$ cat config.mk
export PLATFORM = sky130hd
export DESIGN_NAME = iram_split_dec
export DESIGN_NICKNAME = d
export VERILOG_FILES = /design/src/rtl/iram_pkg.sv /design/src/rtl/iram_steer.sv /design/src/rtl/iram_array.sv /design/src/rtl/iram_rmux.sv /design/src/rtl/iram_split_dec.sv
export SDC_FILE = /design/constraint.sdc
export NUM_CORES = 2
export LEC_CHECK = 0
export ABC_AREA = 1
export BUFFER_PORTS_ARGS = -buffer_cell sky130_fd_sc_hd__buf_2
export CORE_MARGIN = 1.5
export CORE_UTILIZATION = 62
export CTS_CLUSTER_SIZE = 10
export DETAILED_ROUTE_END_ITERATION = 10
export GPL_TIMING_DRIVEN = 0
export HOLD_SLACK_MARGIN = 0.08
export PLACE_DENSITY_LB_ADDON = 0.15
export SLEW_MARGIN = 20
export SYNTH_ARGS = -nofsm -noshare
export SYNTH_HDL_FRONTEND = slang
export SYNTH_SLANG_ARGS = --single-unit
$ cat constraint.sdc
create_clock -name clk -period 2.8 [get_ports clk]
set_clock_uncertainty 0.15 [all_clocks]
set_input_delay 0.28 -clock clk [delete_from_list [all_inputs] [get_ports clk]]
set_output_delay 0.28 -clock clk [all_outputs]
set_load 0.01 [all_outputs]
$ cat src/rtl/iram_pkg.sv
package iram_pkg;
  typedef enum logic [1:0] {
    ROUTE_NONE = 2'd0,
    ROUTE_RAM  = 2'd1,
    ROUTE_REG  = 2'd2
  } route_e;
endpackage

$ cat src/rtl/iram_steer.sv
module iram_steer
  import iram_pkg::*;
#(
  parameter int ADDR_W = 8,
  parameter int DATA_W = 8
) (
  input  logic              ind_mode,
  input  logic [ADDR_W-1:0] addr,
  input  logic              rd_en,
  input  logic              wr_en,
  input  logic [DATA_W-1:0] wr_data,
  output logic              ram_rd,
  output logic              ram_we,
  output logic              reg_req,
  output logic              reg_we,
  output logic [ADDR_W-1:0] reg_addr,
  output logic [DATA_W-1:0] reg_wdata,
  output logic              rd_from_reg
);
  localparam int SPLIT_BIT = ADDR_W - 1;

  route_e route;
  logic   any_strobe;

  always_comb begin
    any_strobe = rd_en | wr_en;
    if (!any_strobe)
      route = ROUTE_NONE;
    else if (!ind_mode && addr[SPLIT_BIT])
      route = ROUTE_REG;
    else
      route = ROUTE_RAM;
  end

  always_comb begin
    ram_rd      = (route == ROUTE_RAM) & rd_en;
    ram_we      = (route == ROUTE_RAM) & wr_en;
    reg_req     = (route == ROUTE_REG);
    reg_we      = (route == ROUTE_REG) & wr_en;
    reg_addr    = addr;
    reg_wdata   = wr_data;
    rd_from_reg = (route == ROUTE_REG) & rd_en;
  end
endmodule

$ cat src/rtl/iram_array.sv
module iram_array #(
  parameter int ADDR_W = 8,
  parameter int DATA_W = 8
) (
  input  logic              clk,
  input  logic              rd,
  input  logic              we,
  input  logic [ADDR_W-1:0] addr,
  input  logic [DATA_W-1:0] wdata,
  output logic [DATA_W-1:0] rdata
);
  localparam int DEPTH = 1 << ADDR_W;

  logic [DATA_W-1:0] mem [DEPTH];
  logic [DATA_W-1:0] rdata_d;

  always_comb begin
    rdata_d = rdata;
    if (rd)
      rdata_d = mem[addr];
  end

  always_ff @(posedge clk) begin
    if (we)
      mem[addr] <= wdata;
  end

  always_ff @(posedge clk) begin
    rdata <= rdata_d;
  end
endmodule

$ cat src/rtl/iram_rmux.sv
module iram_rmux #(
  parameter int DATA_W = 8
) (
  input  logic              clk,
  input  logic              rst_n,
  input  logic              ram_rd,
  input  logic              reg_rd,
  input  logic [DATA_W-1:0] ram_q,
  input  logic [DATA_W-1:0] reg_rdata,
  output logic [DATA_W-1:0] rd_data
);
  logic              src_reg_q, src_reg_d;
  logic [DATA_W-1:0] reg_q, reg_d;

  always_comb begin
    src_reg_d = src_reg_q;
    reg_d     = reg_q;
    if (reg_rd) begin
      src_reg_d = 1'b1;
      reg_d     = reg_rdata;
    end else if (ram_rd) begin
      src_reg_d = 1'b0;
    end
  end

  always_ff @(posedge clk or negedge rst_n) begin
    if (!rst_n) begin
      src_reg_q <= 1'b1;
      reg_q     <= '0;
    end else begin
      src_reg_q <= src_reg_d;
      reg_q     <= reg_d;
    end
  end

  assign rd_data = src_reg_q ? reg_q : ram_q;

  // a register-bus read returns the bus data of the request cycle
  a_r5_reg_read_data: assert property (@(posedge clk) disable iff (!rst_n)
    reg_rd |=> (rd_data == $past(reg_rdata)));
endmodule

$ cat src/rtl/iram_split_dec.sv
module iram_split_dec #(
  parameter int ADDR_W = 8,
  parameter int DATA_W = 8
) (
  input  logic              clk,
  input  logic              rst_n,
  input  logic [ADDR_W-1:0] addr,
  input  logic              ind_mode,
  input  logic              rd_en,
  input  logic              wr_en,
  input  logic [DATA_W-1:0] wr_data,
  output logic [DATA_W-1:0] rd_data,
  output logic              reg_req,
  output logic              reg_we,
  output logic [ADDR_W-1:0] reg_addr,
  output logic [DATA_W-1:0] reg_wdata,
  input  logic [DATA_W-1:0] reg_rdata
);
  logic              ram_rd, ram_we, rd_from_reg;
  logic [DATA_W-1:0] ram_q;

  iram_steer #(.ADDR_W(ADDR_W), .DATA_W(DATA_W)) u_steer (
    .ind_mode    (ind_mode),
    .addr        (addr),
    .rd_en       (rd_en),
    .wr_en       (wr_en),
    .wr_data     (wr_data),
    .ram_rd      (ram_rd),
    .ram_we      (ram_we),
    .reg_req     (reg_req),
    .reg_we      (reg_we),
    .reg_addr    (reg_addr),
    .reg_wdata   (reg_wdata),
    .rd_from_reg (rd_from_reg)
  );

  iram_array #(.ADDR_W(ADDR_W), .DATA_W(DATA_W)) u_array (
    .clk   (clk),
    .rd    (ram_rd),
    .we    (ram_we),
    .addr  (addr),
    .wdata (wr_data),
    .rdata (ram_q)
  );

  iram_rmux #(.DATA_W(DATA_W)) u_rmux (
    .clk       (clk),
    .rst_n     (rst_n),
    .ram_rd    (ram_rd),
    .reg_rd    (rd_from_reg),
    .ram_q     (ram_q),
    .reg_rdata (reg_rdata),
    .rd_data   (rd_data)
  );

  // simultaneous read and write strobes are illegal
  a_r9_no_dual_strobe: assert property (@(posedge clk) disable iff (!rst_n)
    !(rd_en && wr_en));

  // indirect accesses never reach the register bus
  a_r3_indirect_no_req: assert property (@(posedge clk) disable iff (!rst_n)
    ind_mode |-> !reg_req);

  // a register-bus cycle never writes RAM
  a_r2_req_excludes_ram: assert property (@(posedge clk) disable iff (!rst_n)
    reg_req |-> !ram_we);

  // no strobe, no register request
  a_r6_idle_no_req: assert property (@(posedge clk) disable iff (!rst_n)
    !(rd_en || wr_en) |-> !reg_req);

  // read data holds when the previous cycle had no read
  a_r7_hold: assert property (@(posedge clk) disable iff (!rst_n)
    !rd_en |=> $stable(rd_data));
endmodule

; ---- Word level (Yosys, flattened, before mapping)
; Memory sizes are Yosys's and may differ from the RTL's. A register that Yosys moved wholly into a read port is not among the register bits.
; Cells that the tools add are included.
[word_totals]
input_bits = 29
mem_bits_rw = 2048
reg_bits = 9
n_memories = 1
[memory_table]
columns = memory, words, word_bits, rd, rd_clocked_by_memory_dff, wr, line
row1 = u_array.mem, 256, 8, 1, 1, 1, iram_array.sv:14  ; logic [DATA_W-1:0] mem [DEPTH];
[op_classes]
reduce_logical = 3
n_mux = 7
n_eq_ne = 2
bitwise_logic = 5
[op_table]
columns = operator, count
row1 = 8-bit two-way mux, 1
row2 = 1-bit AND, 4
row3 = 1-bit two-way mux, 4
row4 = 2-bit two-way mux, 2
row5 = "2-bit by 1-bit equality test with 1-bit output, second input constant", 1
row6 = "2-bit equality test, second input constant", 1
row7 = 2-bit nonzero test, 1
row8 = 1-bit logical AND, 1
row9 = 1-bit zero test, 1
row10 = 1-bit OR, 1

; ---- Longest topological paths before layout
[depth]
ltp_word = 8
ltp_mapped = 17
depth_no_buf = 13

; ---- Cells and area by module
; From an unflattened synthesis, not the netlist that was laid out.
[unflattened]
hier_cells = 8111
hier_area_um2 = 85547.0
[by_module_without_submodules]
columns = module, instances, cells_each, area_each_um2
row1 = iram_array, 1, 8021, 84936.5
row2 = iram_rmux, 1, 64, 447.9
row3 = iram_steer, 1, 26, 162.7

; ---- Least setup slack after synthesis
; No wires, ideal clock.
[synth_timing]
kind = input port to flip-flop
startpoint = input addr[1]
endpoint = memory u_array.mem[237][0], enable pin
slack_ns = 0.412
arrival_ns = 1.868
t_required_ns = 2.280
setup_time_ns = 0.370
path_stages = 7
path_cell_list = buf_2 -> inv_2 -> buf_2 -> buf_1 -> nand4_1 -> clkbuf_1 -> nor2_1
[synth_lines]
columns = item, line
row1 = from (decl), iram_split_dec.sv:7  ; input logic [ADDR_W-1:0] addr,
row2 = to (decl), iram_array.sv:14
; No word-level cell before the write port.

==> impl_metrics.py <==
metrics = {
    "yosys": {
        "synth_compound_area_frac": 0.00763,
        "avgSynthCellArea_um2": 10.8,
        "synth_top_area_cell": "edfxtp_1",
        "synthMuxAreaShare": 0.00106,
        "ys_seq_elements": 2065,
        "synth_edf_count": 2056,
        "yosys.area_share.adder": 0,
        "syn_nets": 7896,
        "yosysTopAreaCellShare": 0.724,
        "ys_async_sr_fraction": 0.00436,
        "synth_top_family_by_area": "simple AND/OR/NAND/NOR gates",
        "synth_most_common_cell": "nand2_1",
        "synth_cell_type_count": 20,
        "synth_xor_area_frac": 0,
        "synth_ff_type": "edfxtp_1",
        "synth_area_leaders": "edfxtp_1 (72%), nand2_1 (18%), nand3_1 (3.3%), nor2_1 (1.5%), buf_2 (1.0%)",
        "ys_seq_area_frac": 0.726,
        "synth_top_cells_by_count": "nand2_1 (4117), edfxtp_1 (2056), nand3_1 (564)",
        "synth-simple-area-share": 0.240,
        "netlist_instances": 7867,
        "synth_area_um2": 85300,
        "yosys_warnings": 0,
    },
    "power_and_ir_drop": {
        "p_comb_frac": 0.070,
        "power.density_nw_per_um2": 671,
        "p_switching_uw": 14800,
        "p_leak_uw": 0.0370,
        "peakVddDrop_mv": 0.739,
        "pwr-share-seq": 0.531,
        "internal_power_uw": 49400,
        "pwr-share-clk": 0.398,
        "switching_share": 0.230,
    },
    "clock_tree": {
        "clockBufferDepth": 3,
        "numCtsBuffers": 226,
        "insertion_delay_ns": 0.86,
        "cts_tree": "built",
        "clk_pin_slew_ns": 0.06,
        "h-tree-depth": 4,
        "cts.sinks": 2065,
        "root_buffer": "clkbuf_16",
    },
    "grt": {
        "grt_pass1_wl_um": 376000,
        "track_usage": 0.377,
        "grt_max_degree": 102,
        "grt_pass1_vias": 57286,
        "grt_overflow": 0,
        "antenna_found_initial": 13,
    },
    "drt": {
        "drc_errors": 0,
        "top_layer_used": "met5",
        "vias": 60517,
        "viasPerCell": 6.02,
        "wl_met3_um": 30800,
        "detail-route-antenna-nets": 0,
        "drt_pass1_iterations": 8,
        "wl_per_cell_um": 26.4,
        "dr_wl_met2_um": 119000,
        "routed_wl_um": 265000,
        "drtIter0Drc": 8165,
        "wirelength_met1_um": 95500,
    },
    "finish": {
        "fin_util": 0.704,
        "fillers": 9378,
        "area_growth_pct": 12.2,
        "nets": 8256,
        "final_layout_size_suffix_gt1_frac": 0.0917,
    },
    "sta": {
        "worst_slew_pin_slew_ns": 1.34,
        "tns_ns": -17.43,
        "max_slew_margin": 0.104,
        "holdWs_ns": 0.272,
        "slew_viol_final": 0,
        "setup_ws_ns": -0.202,
        "fmax_ghz": 0.333,
        "rsz0062_at_grt": "true",
        "setup_violations": 354,
        "timing.final.crit_period_ns": 3.00,
        "finalHoldViolCount": 0,
        "fin_crit_sh": 1.07,
    },
    "status": {
        "status": "finished, violations left",
        "violations": "setup timing",
    },
    "worst_setup_path": {
        "crit_arrival_ns": 3.40,
        "crit_type": "in2reg",
        "cp-start-kind": "input pin",
        "crit_chain": "buf_4 > buf_2 > buf_2 > buf_2 > nand3_1 > nand4_1 > nand2_1 > nand2_1 > o21ai_0 > nand2_1 > nor2_1 > nor2_1 > nor2_1 > nand2_1",
        "cp_common_cell": "nand2_1",
        "cp_slowest_cell": "o21ai_0",
        "path_max_fanout": 10,
        "cpPeakStageDelay_ns": 0.46,
        "end_kind": "register",
        "path_buf_inv": 4,
        "cp.required_ns": 3.20,
        "crit_family": "simple AND/OR/NAND/NOR gates",
    },
    "floorplanning": {
        "fp.dieH_um": 374,
        "die_area_um2": 140000,
        "coreArea_um2": 136000,
        "die_w_um": 374,
        "initial_core_util": 0.627,
        "rows": 135,
        "io_pins": 55,
    },
    "placement": {
        "io_buffers": 52,
        "dp_hpwl_um": 177000,
        "gp_congestion": 1.05,
        "dp_worst_setup_slack_ns": -2.25,
    },
    "run": {
        "maxCapViolations": 0,
    },
    "min_path": {
        "min_path_type": "in2async",
    },
}
[metrics by stage]
step | power (uW) | area (um^2) | cells
after floorplan | 36800 | 85300 | 7867
after global placement | 38900 | 87800 | 9700
after detailed placement | 39000 | 88500 | 9724
after CTS | 63900 | 95500 | 10051
after global routing | 65500 | 95800 | 10050
final | 64200 | 95800 | 10055
[final timing paths]
path                                           from                  end  slack, ns  cells past startpoint
worst max-delay path                        addr[0]     u_array.rdata[4]      -0.20                     14
worst min-delay path                          rst_n      u_rmux.reg_q[3]       0.27                      3
worst max register to register  u_array.mem[239][4]     u_array.rdata[4]       0.05                     10
worst min register to register      u_rmux.reg_q[7]      u_rmux.reg_q[7]       0.91                      2
max in group asynchronous                     rst_n     u_rmux.src_reg_q       1.90                      3
min in group clk                         wr_data[0]  u_array.mem[236][0]       0.28                      2
[what timing repair did]
action	CTS	global route
setup buffers	20	0
pin swaps	4	0
hold buffers	38	0
resized for setup	167	112
endpoints found under the hold margin	771	0
setup endpoints to repair	2000	1122
[routing by layer]
layer,global-route usage,up-vias
met1,0.485,28799
met5,0,-
met3,0.0964,777
li1,-,27105
met2,0.574,3820
met4,0.244,16
[worst register-to-register path, delay by kind of cell, from the launching register on]
| kind | cells | cell delay, ns |
|---|---|---|
| flip-flops | 1 | 0.36 |
| AO/OA/AOI/OAI | 1 | 0.46 |
| AND/OR/NAND/NOR | 9 | 1.50 |
[layout by cell type, fill, tap and decap left out, types with 20 or more instances in the layout]
| cell type | n |
|---|---|
| nand2_1 | 4116 |
| nand4_1 | 140 |
| clkbuf_1 | 211 |
| nor2_2 | 127 |
| clkbuf_2 | 28 |
| buf_4 | 42 |
| o21ai_1 | 92 |
| nor2_1 | 177 |
| buf_1 | 58 |
| edfxtp_1 | 2056 |
| nor2_4 | 45 |
| dlygate4sd3_1 | 38 |
| o21ai_0 | 36 |
| buf_2 | 217 |
| nand3_1 | 560 |
| buf_16 | 20 |
| clkbuf_16 | 227 |
[cell type report]
class,instances,area (um^2),area share
antenna,5,12.5,0.000131
buffer,474,2150,0.0225
clock buffer,255,5790,0.0604
clock inverter,15,171,0.00179
inverter,18,68.8,0.000719
multi-input combinational,5308,21900,0.229
sequential,2065,62000,0.647
tap,1781,2230,0.0233
timing repair buffer,134,1470,0.0154
[sequential cells by signal (all words and copies together), names as in the netlist]
register and count:
u_rmux.src_reg_q 1, u_array.rdata 8, u_array.mem 2048, u_rmux.reg_q 8
[cell families (layout without fill, tap and decap cells)]
kind of cell	count (synthesis)	count (layout)
buf+inv	494	896
other cells	0	5
flops	2065	2065
compound gates	130	130
mux	8	8
simple gates	5170	5170
[power by group through the flow]
stage | clock (uW) | combinational, uW | sequential [uW]
final | 25600 | 4510 | 34100
after global routing | 26700 | 4730 | 34100
after CTS | 25500 | 4320 | 34100
after detailed placement | 0 | 4200 | 34800
after global placement | 0 | 4030 | 34900
after floorplan | 0 | 2030 | 34800
No activity file was read; power rests on OpenSTA's default activity.
